==> src/rtl/pfs_pkg.sv <==
package pfs_pkg;

   // control word field widths
   localparam int SDLY_W = 3;
   localparam int DSTA_W = 2;
   localparam int FDLY_W = 7;
   localparam int FWID_W = 7;
   localparam int DSTO_W = 2;

   // highest legal frame delay in half periods
   localparam int FDLY_LIMIT = 74;

   typedef struct packed {
      logic [DSTO_W-1:0] dstop;
      logic [FWID_W-1:0] fwid;
      logic [FDLY_W-1:0] fdly;
      logic [DSTA_W-1:0] dstart;
      logic [SDLY_W-1:0] sdly;
   } pfs_fields_t;

   typedef enum logic [1:0] {
      ST_IDLE,
      ST_RUN,
      ST_REST
   } pfs_state_t;

   // takes control word bits 24:4
   function automatic pfs_fields_t pfs_decode(input logic [20:0] w);
      pfs_fields_t f;
      f.sdly   = w[2:0];
      f.dstart = w[4:3];
      f.fdly   = w[11:5];
      f.fwid   = w[18:12];
      f.dstop  = w[20:19];
      return f;
   endfunction

endpackage

==> src/rtl/pfs_cfg.sv <==
module pfs_cfg
   import pfs_pkg::*;
#(
   parameter int DMAX = 32,
   parameter int HW   = 9,
   parameter int NB_W = 6
) (
   input  logic            clk,
   input  logic            rst_n,
   input  logic [31:0]     ctrl,
   input  logic [NB_W-1:0] data_bits,
   input  logic            start,
   output logic            cfg_err,
   output logic [NB_W-1:0] n_now,
   output logic [HW-1:0]   h_act,
   output logic [HW-1:0]   h_dat,
   output logic [HW-1:0]   h_dend,
   output logic [HW-1:0]   h_end,
   output logic [HW-1:0]   h_fon,
   output logic [HW-1:0]   h_foff
);

   localparam int FWID_LIM = (2**SDLY_W - 1) + (2**DSTA_W - 1) + DMAX + (2**DSTO_W - 1);

   pfs_fields_t f;
   logic        size_lo, size_hi;
   logic [HW-1:0] act_n, dat_n, dend_n, end_n, fon_n, foff_n;

   wire unused_rsvd = ^{ctrl[31:25], ctrl[3:0]};

   assign f = pfs_decode(ctrl[24:4]);

   always_comb begin
      size_lo = data_bits < NB_W'(4);
      size_hi = data_bits > NB_W'(DMAX);
      n_now   = size_lo ? NB_W'(4) : (size_hi ? NB_W'(DMAX) : data_bits);
      cfg_err = (HW'(f.fwid) > HW'(FWID_LIM)) ||
                (HW'(f.fdly) > HW'(FDLY_LIMIT)) ||
                size_lo || size_hi;
   end

   // phase boundaries, all in half periods from the start of the transfer
   always_comb begin
      act_n  = HW'({f.sdly, 1'b0});
      dat_n  = act_n  + HW'({f.dstart, 1'b0});
      dend_n = dat_n  + HW'({n_now, 1'b0});
      end_n  = dend_n + HW'({f.dstop, 1'b0});
      fon_n  = act_n  + HW'(f.fdly);
      foff_n = fon_n  + HW'({f.fwid, 1'b0});
   end

   always_ff @(posedge clk or negedge rst_n) begin
      if (!rst_n) begin
         h_act  <= '0;
         h_dat  <= '0;
         h_dend <= '0;
         h_end  <= '0;
         h_fon  <= '0;
         h_foff <= '0;
      end else if (start) begin
         h_act  <= act_n;
         h_dat  <= dat_n;
         h_dend <= dend_n;
         h_end  <= end_n;
         h_fon  <= fon_n;
         h_foff <= foff_n;
      end
   end

endmodule

==> src/rtl/pfs_timer.sv <==
module pfs_timer
   import pfs_pkg::*;
#(
   parameter int DIV = 4,
   parameter int HW  = 9
) (
   input  logic          clk,
   input  logic          rst_n,
   input  logic          start,
   input  logic [HW-1:0] h_end,
   output logic          ready,
   output logic          run,
   output logic [HW-1:0] h,
   output logic          rise_edge,
   output logic          per_end
);

   localparam int HALF = DIV / 2;
   localparam int SW   = (HALF > 1) ? $clog2(HALF) : 1;

   pfs_state_t    st;
   logic [SW-1:0] sub;
   logic          sub_last;
   logic          adv;

   assign sub_last  = (sub == SW'(HALF - 1));
   assign adv       = (st != ST_IDLE) && sub_last;
   assign ready     = (st == ST_IDLE);
   assign run       = (st == ST_RUN);
   assign rise_edge = adv && run && !h[0];
   assign per_end   = adv && run && h[0];

   always_ff @(posedge clk or negedge rst_n) begin
      if (!rst_n) begin
         st  <= ST_IDLE;
         sub <= '0;
         h   <= '0;
      end else begin
         case (st)
            ST_IDLE: begin
               if (start) begin
                  st  <= ST_RUN;
                  sub <= '0;
                  h   <= '0;
               end
            end
            ST_RUN: begin
               if (sub_last) begin
                  sub <= '0;
                  if (h == h_end - 1'b1) begin
                     st <= ST_REST;
                     h  <= '0;
                  end else begin
                     h <= h + 1'b1;
                  end
               end else begin
                  sub <= sub + 1'b1;
               end
            end
            default: begin
               if (sub_last) begin
                  sub <= '0;
                  if (h == HW'(1)) begin
                     st <= ST_IDLE;
                     h  <= '0;
                  end else begin
                     h <= h + 1'b1;
                  end
               end else begin
                  sub <= sub + 1'b1;
               end
            end
         endcase
      end
   end

endmodule

==> src/rtl/pfs_shift.sv <==
module pfs_shift #(
   parameter int DMAX = 32,
   parameter int HW   = 9,
   parameter int NB_W = 6
) (
   input  logic            clk,
   input  logic            rst_n,
   input  logic            start,
   input  logic [DMAX-1:0] tx_data,
   input  logic [NB_W-1:0] n_now,
   input  logic            run,
   input  logic [HW-1:0]   h,
   input  logic [HW-1:0]   h_dat,
   input  logic [HW-1:0]   h_dend,
   input  logic            rise_edge,
   input  logic            per_end,
   input  logic            rxd,
   output logic            txd,
   output logic [DMAX-1:0] rx_data,
   output logic            rx_valid
);

   logic [DMAX-1:0] tx_sr;
   logic            in_data;
   logic [NB_W-1:0] pad;

   assign in_data = run && (h >= h_dat) && (h < h_dend);
   assign pad     = NB_W'(DMAX) - n_now;
   assign txd     = in_data && tx_sr[DMAX-1];

   always_ff @(posedge clk or negedge rst_n) begin
      if (!rst_n) begin
         tx_sr    <= '0;
         rx_data  <= '0;
         rx_valid <= 1'b0;
      end else begin
         rx_valid <= 1'b0;
         if (start) begin
            tx_sr   <= tx_data << pad;
            rx_data <= '0;
         end else begin
            if (per_end && in_data) begin
               tx_sr <= {tx_sr[DMAX-2:0], 1'b0};
            end
            if (rise_edge && in_data) begin
               rx_data  <= {rx_data[DMAX-2:0], rxd};
               rx_valid <= (h == h_dend - HW'(2));
            end
         end
      end
   end

endmodule

==> src/rtl/pfs_seq.sv <==
module pfs_seq
   import pfs_pkg::*;
#(
   parameter int DIV  = 4,
   parameter int DMAX = 32,
   localparam int NB_W = $clog2(DMAX + 1)
) (
   input  logic            clk,
   input  logic            rst_n,
   input  logic [31:0]     ctrl,
   input  logic [NB_W-1:0] data_bits,
   input  logic [DMAX-1:0] tx_data,
   input  logic            tx_valid,
   output logic            tx_ready,
   input  logic            rxd,
   output logic            sclk,
   output logic            frame,
   output logic            txd,
   output logic [DMAX-1:0] rx_data,
   output logic            rx_valid,
   output logic            cfg_err
);

   localparam int MAX_END  = 2 * ((2**SDLY_W - 1) + (2**DSTA_W - 1) + DMAX + (2**DSTO_W - 1));
   localparam int MAX_FOFF = 2 * (2**SDLY_W - 1) + (2**FDLY_W - 1) + 2 * (2**FWID_W - 1);
   localparam int MAX_H    = (MAX_END > MAX_FOFF) ? MAX_END : MAX_FOFF;
   localparam int HW       = $clog2(MAX_H + 1);

   generate
      if (DIV < 4 || (DIV % 2) != 0) begin : g_bad_div
         $error("pfs_seq: DIV must be even and at least 4");
      end
      if (DMAX < 4) begin : g_bad_dmax
         $error("pfs_seq: DMAX must be at least 4");
      end
   endgenerate

   logic          start;
   logic          run;
   logic          rise_edge, per_end;
   logic [HW-1:0] h;
   logic [HW-1:0] h_act, h_dat, h_dend, h_end, h_fon, h_foff;
   logic [NB_W-1:0] n_now;

   assign start = tx_valid && tx_ready;

   pfs_cfg #(.DMAX(DMAX), .HW(HW), .NB_W(NB_W)) u_cfg (
      .clk       (clk),
      .rst_n     (rst_n),
      .ctrl      (ctrl),
      .data_bits (data_bits),
      .start     (start),
      .cfg_err   (cfg_err),
      .n_now     (n_now),
      .h_act     (h_act),
      .h_dat     (h_dat),
      .h_dend    (h_dend),
      .h_end     (h_end),
      .h_fon     (h_fon),
      .h_foff    (h_foff)
   );

   pfs_timer #(.DIV(DIV), .HW(HW)) u_timer (
      .clk       (clk),
      .rst_n     (rst_n),
      .start     (start),
      .h_end     (h_end),
      .ready     (tx_ready),
      .run       (run),
      .h         (h),
      .rise_edge (rise_edge),
      .per_end   (per_end)
   );

   pfs_shift #(.DMAX(DMAX), .HW(HW), .NB_W(NB_W)) u_shift (
      .clk       (clk),
      .rst_n     (rst_n),
      .start     (start),
      .tx_data   (tx_data),
      .n_now     (n_now),
      .run       (run),
      .h         (h),
      .h_dat     (h_dat),
      .h_dend    (h_dend),
      .rise_edge (rise_edge),
      .per_end   (per_end),
      .rxd       (rxd),
      .txd       (txd),
      .rx_data   (rx_data),
      .rx_valid  (rx_valid)
   );

   // clock idles low through the start delay; odd halves are the high halves
   assign sclk  = run && (h >= h_act) && h[0];
   assign frame = run && (h >= h_fon) && (h < h_foff);

endmodule

==> config.mk <==
export PLATFORM = sky130hd
export DESIGN_NAME = pfs_seq
export DESIGN_NICKNAME = d
export VERILOG_FILES = /design/src/rtl/pfs_pkg.sv /design/src/rtl/pfs_cfg.sv /design/src/rtl/pfs_timer.sv /design/src/rtl/pfs_shift.sv /design/src/rtl/pfs_seq.sv
export SDC_FILE = /design/constraint.sdc
export NUM_CORES = 1
export LEC_CHECK = 0
export BUFFER_PORTS_ARGS = -buffer_cell sky130_fd_sc_hd__buf_2
export CORE_MARGIN = 3
export CORE_UTILIZATION = 45
export CTS_BUF_LIST = sky130_fd_sc_hd__clkbuf_16
export CTS_CLUSTER_SIZE = 10
export DETAILED_ROUTE_END_ITERATION = 8
export GPL_TIMING_DRIVEN = 0
export PLACE_DENSITY_LB_ADDON = 0.05
export SLEW_MARGIN = 5
export SYNTH_ARGS = -nofsm -noshare
export SYNTH_HDL_FRONTEND = slang
export SYNTH_SLANG_ARGS = --single-unit
==> constraint.sdc <==
create_clock -name clk -period 3.75 [get_ports clk]
set_input_delay 0.75 -clock clk [delete_from_list [all_inputs] [get_ports clk]]
set_output_delay 0.75 -clock clk [all_outputs]
set_load 0.01 [all_outputs]
Word level (Yosys, flattened, before mapping). Cells that the tools add are included.

Register bits: 125. Input port bits: 74. Logic and storage cells: 88.

$add $sub $neg: 10. $lt $le $gt $ge: 9. Eq/ne operators: 7. Shift-type cells: 1. Mux-type cells: 23. Reductions and logical operators: 26.

Operators by type and width (count): 2-to-1 mux 32 bit (4); 2-to-1 mux 9 bit (5); left shift 32 x 6 -> 32 bit (1); == test 9 bit (2); >= comparator 9 bit (2); less-than comparator 9 bit (2); case mux 9 bit (2 select lines) (1); logical AND 1 bit (14); 2-to-1 mux 6 bit (2); 2-to-1 mux 2 bit (5); adder 9 x 1 -> 9 bit (second input constant) (1); adder 9 x 3 -> 9 bit (1); adder 9 x 7 -> 9 bit (1); adder 9 x 8 -> 9 bit (1); == test 9 x 1 -> 1 bit (second input constant) (1); >= comparator 9 x 4 -> 1 bit (1); subtractor 9 x 1 -> 9 bit (second input constant) (1); subtractor 9 x 2 -> 9 bit (second input constant) (1); adder 4 x 7 -> 8 bit (1); nonzero test 2 bit (4); greater-than comparator 7 x 6 -> 1 bit (second input constant) (1); greater-than comparator 7 bit (second input constant) (1); greater-than comparator 6 bit (second input constant) (1); less-than comparator 6 x 3 -> 1 bit (second input constant) (1); other kinds (13) (21).

Logic depth before layout (Yosys ltp).
Word-level depth: 7. Gate-level depth with buffers: 14. Mapped depth without buffers: 12.

Cells and area by module. Synthesis repeated with hierarchy kept, for this count alone.

Cell total of the unflattened synthesis: 949. Area, all modules: 9369.0 um^2.

By module, submodules not included: pfs_shift (times used 1, cells an instance 514, area each 5223.8 um^2, seq. area each 1626.6 um^2); pfs_cfg (times used 1, cells an instance 217, area each 2389.8 um^2, seq. area each 950.9 um^2); pfs_timer (times used 1, cells an instance 131, area each 1106.1 um^2, seq. area each 300.3 um^2); pfs_seq (times used 1, cells an instance 87, area each 649.4 um^2, seq. area each 0.0 um^2).

Worst setup path after synthesis. No wires, ideal clock.

Path kind: input to register. Start: input data_bits[5]. End: register u_shift.tx_sr[25]. Arrival time: 3.328 ns. Data required time: 3.624 ns. Slack: 0.296 ns. Stages: 13. Buffers on the path: 4. Cells stage by stage: buf_2 > nand2b_1 > nor2_2 > buf_6 > inv_2 > ha_1 > clkbuf_1 > clkbuf_1 > mux4_2 > mux2i_1 > a2bb2oi_1 > a21oi_1 > a221o_1.

Cells in the longest elaborated chain, start to end: 6.

RTL lines: start, declared (RTL line pfs_seq.sv:11) `input logic [NB_W-1:0] data_bits,`; greater-than comparator 6 bit (RTL line pfs_cfg.sv:35) `size_hi = data_bits > NB_W'(DMAX);`; 2-to-1 mux 6 bit (RTL line pfs_cfg.sv:36) `n_now = size_lo ? NB_W'(4) : (size_hi ? NB_W'(DMAX) : data_bits);`; 2-to-1 mux 6 bit (*) (RTL line pfs_cfg.sv:36); subtractor 6 bit (*) (RTL line pfs_shift.sv:28) `assign pad = NB_W'(DMAX) - n_now;`; left shift 32 x 6 -> 32 bit (*) (RTL line pfs_shift.sv:39) `tx_sr <= tx_data << pad;`; 2-to-1 mux 32 bit (*) (RTL line pfs_shift.sv:38) `if (start) begin`; end signal, assigned (RTL line pfs_shift.sv:39); end signal, assigned (RTL line pfs_shift.sv:43) `tx_sr <= {tx_sr[DMAX-2:0], 1'b0};`; end, declared (RTL line pfs_shift.sv:23) `logic [DMAX-1:0] tx_sr;`.

Every way passes the cells marked *; elsewhere a longest branch is shown, timed or not. A chain may end at the register's enable or synchronous reset.

Final worst setup path.
Start: input data_bits[4]. End: register u_shift.tx_sr[24].

Same word-level chain as after synthesis.

==> flow_results.org <==
** Floorplan
- After floorplanning, the core was sized to cover 17600 sq um.
- Overall die height :: 141 microns
- The die is 141 microns wide.
- IO Count :: 112
- The die covers 19900 sq um.
- Initial cell density of the core :: 0.466
- Standard-cell rows :: 48

** Finish
- 0 antenna diodes ended up in the layout.
- The library cells used most frequently in the layout, excluding fill and tap cells, are 152 x sky130_fd_sc_hd__nand2_1, 115 x sky130_fd_sc_hd__dfrtp_1, 105 x sky130_fd_sc_hd__buf_2.
- The finished layout holds 1255 standard cells, fillers aside.
- Fraction of layout cells with a size suffix above 1 :: 0.184
- Nets@finish :: 1150
- Area overhead of the layout relative to synthesis :: 17.2%
- Leaving out fill and tap cells, the most frequent cell in the layout is sky130_fd_sc_hd__nand2_1.

** Clock network
- Clock slew at reported path FFs :: 0.06 ns
- In this run the post-CTS setup repair buffer count came out at 0.
- CTS tree :: yes
- Number of sinks driven by the clock tree :: 115
- In this run the number of H-tree levels came out at 4.
- In this run, CTS created clock tree buffers numbering 17.
- At the later pin of the worst-skew pair, clock insertion delay measures 0.42 ns.
- The longest clock path from root to sink contains 2 buffers.
- Clock tree synthesis selected as its root buffer the cell sky130_fd_sc_hd__clkbuf_16.

** GRT
- First-pass GRT wire length :: 37500 microns
- In the global route stage, overall resource usage came out at 0.238.
- Entering global routing, the biggest net connects 65 pins.
- Vias in the first global route :: 6806
- Congestion Overflow GR :: 0
- The number of antenna violations at the first check in global routing was 0.

** STA
- In the post-route analysis, the smallest setup slack over all paths is 0.175 ns.
- Setup violations remaining at the end of the flow were counted as 0.
- Crit share post-route :: 0.953
- Slew Viols, Final :: 0
- Hold Violations, Final :: 0
- Final critical path time including I/O delays and setup :: 3.58 ns
- Top achievable clock speed :: 280 MHz
- Least-Margin Pin Slew :: 0.737 ns
- RSZ-0062 raised after global routing :: no
- Slew Limit Headroom :: 0.504
- Across the routed clock network, the largest skew measured is 0.0113 ns.

** Synthesis
- Synthesis warning total :: 0
- Summing every instance area after synthesis gives 8210 sq um.
- Distinct cell type count after synthesis :: 68
- Synthesis produced a netlist with a net count of 1031.
- Number of instances in the synthesized netlist :: 899
- Number of enable flip-flop cells after synthesis :: 0
- Flops & latches, synth :: 115
- For this run, the register share of the synthesized area comes to 0.351.
- Synthesized area divided by synthesized cell count :: 9.13 sq um
- In the synthesized netlist the dominant register cell turns out to be sky130_fd_sc_hd__dfrtp_1.
- In the synthesized netlist the async set-or-reset flop fraction comes to 1.00.

** Detailed routing
- The first detailed-routing pass took 5 iterations.
- Average via count per standard cell :: 5.72
- Mean routed wirelength per cell :: 18.4 microns
- In the routed design, unresolved DRC markers number 0.
- The final layout contains routed wiring with a total length of 23100 microns.
- DRT iter0 DRCs :: 616
- Count of nets left with antenna violations after detail routing :: 0
- Detailed routing inserted a total of 7181 vias.

** Critical path
- The worst setup path is captured at a register.
- Most common cell on crit path :: sky130_fd_sc_hd__buf_2
- Arrival time reported for the critical path endpoint :: 3.85 ns
- In this run the worst setup path begins at data_bits[4].
- Worst Setup Path Type :: in -> reg
- For the worst setup path, the data required time is 4.02 ns.
- Of all nets on the critical path, the largest fanout is 9.
- The signal on the critical path passes through buf_2 -> or3_1 -> and3_1 -> inv_1 -> ha_1 -> or4b_1 -> and2_1 -> buf_2 -> nand2_2 -> nor3_1 -> a22o_1 -> a211oi_1 -> o221ai_1.
- On the critical path, the stage with the largest delay is an instance of sky130_fd_sc_hd__or4b_1.
- The worst setup path is launched from a primary input.
- In this design, the stage delay of the slowest critical-path cell is 0.50 ns.
- Critical R2R Launch :: u_timer.h[5]$_DFFE_PN0P_

** Hold path
- Tightest Hold Check Type :: in -> async

** Place
- The number of placed instances, taps included, is 1224.
- Total half-perimeter wirelength after legalization and detailed placement :: 17600 microns
- Post-placement setup slack :: -0.316 ns
- Port buffering added 99 buffers.
- At the end of routability-driven placement, the weighted congestion stood at 0.927.

** Pwr
- In this run the static leakage power is 0.00442 uW.
- Overall power consumption :: 6760 uW
- Worst voltage drop across the vdd grid :: 0.000417 V
- Power spread over the standard cell area amounts to 703 nW/um^2.

** Run
- Max Cap Violations :: 0

** Run status
- The run finished with clean final reports.
logic make-up (layout without fill, tap and decap cells):
| family | Yosys count | after routing | synth area share |
|---|---|---|---|
| AOI/OAI and AO/OA | 221 | 221 | 0.164 |
| DFF | 115 | 115 | 0.351 |
| xor gates and xnor gates | 38 | 38 | 0.0415 |
| muxes | 71 | 71 | 0.133 |
| adders and majority gates | 58 | 58 | 0.0930 |
| buffers and inverters | 90 | 221 | 0.0450 |
| and+or+nand+nor | 306 | 306 | 0.173 |
path summary, 6_finish.rpt:
check                                                   to  slack, ns  depth (start not counted)
hold reg to reg                u_cfg.h_foff[4]$_DFFE_PN0P_       0.48                          2
max in group asynchronous  u_shift.rx_data[27]$_DFFE_PN0P_       2.79                          2
min in group clk               u_cfg.h_foff[4]$_DFFE_PN0P_       0.48                          2
hold / removal                    u_timer.h[5]$_DFFE_PN0P_       0.28                          1
setup / recovery             u_shift.tx_sr[24]$_DFFE_PN0P_       0.17                         13
setup reg to reg             u_shift.tx_sr[28]$_DFFE_PN0P_       0.65                          8
through the flow:
stage / TNS, ns / hold WS [ns] / util / cell area [sq um]
2_1_floorplan: 0 / 0.450 / - / 8210
3_3_place_gp: -4.47 / 0.463 / 0.511 / 8980
3_5_place_dp: -4.48 / 0.470 / 0.513 / 9020
4_1_cts: 0 / 0.295 / 0.545 / 9590
5_1_grt: 0 / 0.310 / 0.547 / 9620
6_report: 0 / 0.281 / 0.547 / 9620
where the power goes:
part,switching [uW],total [uW],internal [uW]
Clock,564,1590,1020
Sequential,383,2150,1770
Combinational,1820,3020,1200
timing repair:
action	in CTS	in global routing
gates resized for setup	0	10
endpoints found under the setup margin	0	13
hold buffers	0	0
Yosys cell counts (5+ instances only):
cell	number	area [sq um]
sky130_fd_sc_hd__nand2_1	152	571
sky130_fd_sc_hd__dfrtp_1	115	2880
sky130_fd_sc_hd__o21ai_0	71	355
sky130_fd_sc_hd__ha_1	53	663
sky130_fd_sc_hd__nor2_1	49	184
sky130_fd_sc_hd__inv_1	38	143
sky130_fd_sc_hd__mux2i_1	37	370
sky130_fd_sc_hd__a21oi_1	36	180
sky130_fd_sc_hd__clkbuf_1	33	124
sky130_fd_sc_hd__mux4_2	30	676
sky130_fd_sc_hd__o21ai_1	28	140
sky130_fd_sc_hd__nand3_1	20	100
sky130_fd_sc_hd__xor2_1	20	175
sky130_fd_sc_hd__xnor2_1	17	149
sky130_fd_sc_hd__nor3_1	15	75.1
sky130_fd_sc_hd__a21o_1	10	75.1
sky130_fd_sc_hd__nand2b_1	10	62.6
sky130_fd_sc_hd__nor2b_1	10	62.6
sky130_fd_sc_hd__o22ai_1	10	62.6
sky130_fd_sc_hd__a31oi_1	9	56.3
sky130_fd_sc_hd__and2_1	7	43.8
sky130_fd_sc_hd__and3_1	7	43.8
sky130_fd_sc_hd__buf_2	7	35.0
sky130_fd_sc_hd__a211oi_1	6	45.0
sky130_fd_sc_hd__a221oi_1	6	52.6
sky130_fd_sc_hd__buf_1	6	22.5
sky130_fd_sc_hd__o211ai_1	6	45.0
sky130_fd_sc_hd__or3_1	6	37.5
sky130_fd_sc_hd__a22oi_1	5	37.5
sky130_fd_sc_hd__and4_1	5	43.8
sky130_fd_sc_hd__fa_1	5	100
state kept, by name, indices dropped and copies added, names as in the netlist:
signal / flops
u_timer.h: 9
u_cfg.h_end: 8
u_cfg.h_dat: 4
u_cfg.h_foff: 9
u_timer.sub: 1
u_timer.st: 2
u_shift.tx_sr: 32
u_shift.rx_data: 32
u_cfg.h_act: 3
u_cfg.h_fon: 7
u_cfg.h_dend: 7
u_shift.rx_valid: 1
metal layers:
layer  part of all wire  GRT usage
met1               0.50      0.370
met2               0.42      0.345
met3              0.063     0.0410
met4             0.0096     0.0546
met5                  0          0
worst max-delay path, delay by kind of cell:
| family | cells | cell delay [ns] |
|---|---|---|
| buf+inv | 3 | 0.41 |
| compound gates | 3 | 0.67 |
| simple gates | 6 | 1.75 |
| fa+ha+maj | 1 | 0.26 |
layout make-up:
type | instances | area, sq um
Buffer | 50 | 223
Sequential cell | 115 | 2880
Fill cell | 1639 | 7980
Multi-Input combinational cell | 694 | 4980
Clock inverter | 14 | 148
Inverter | 40 | 150
Timing Repair Buffer | 100 | 529
Tap cell | 225 | 282
Clock buffer | 17 | 425
Note: power is estimated with default switching activity, not from simulation.
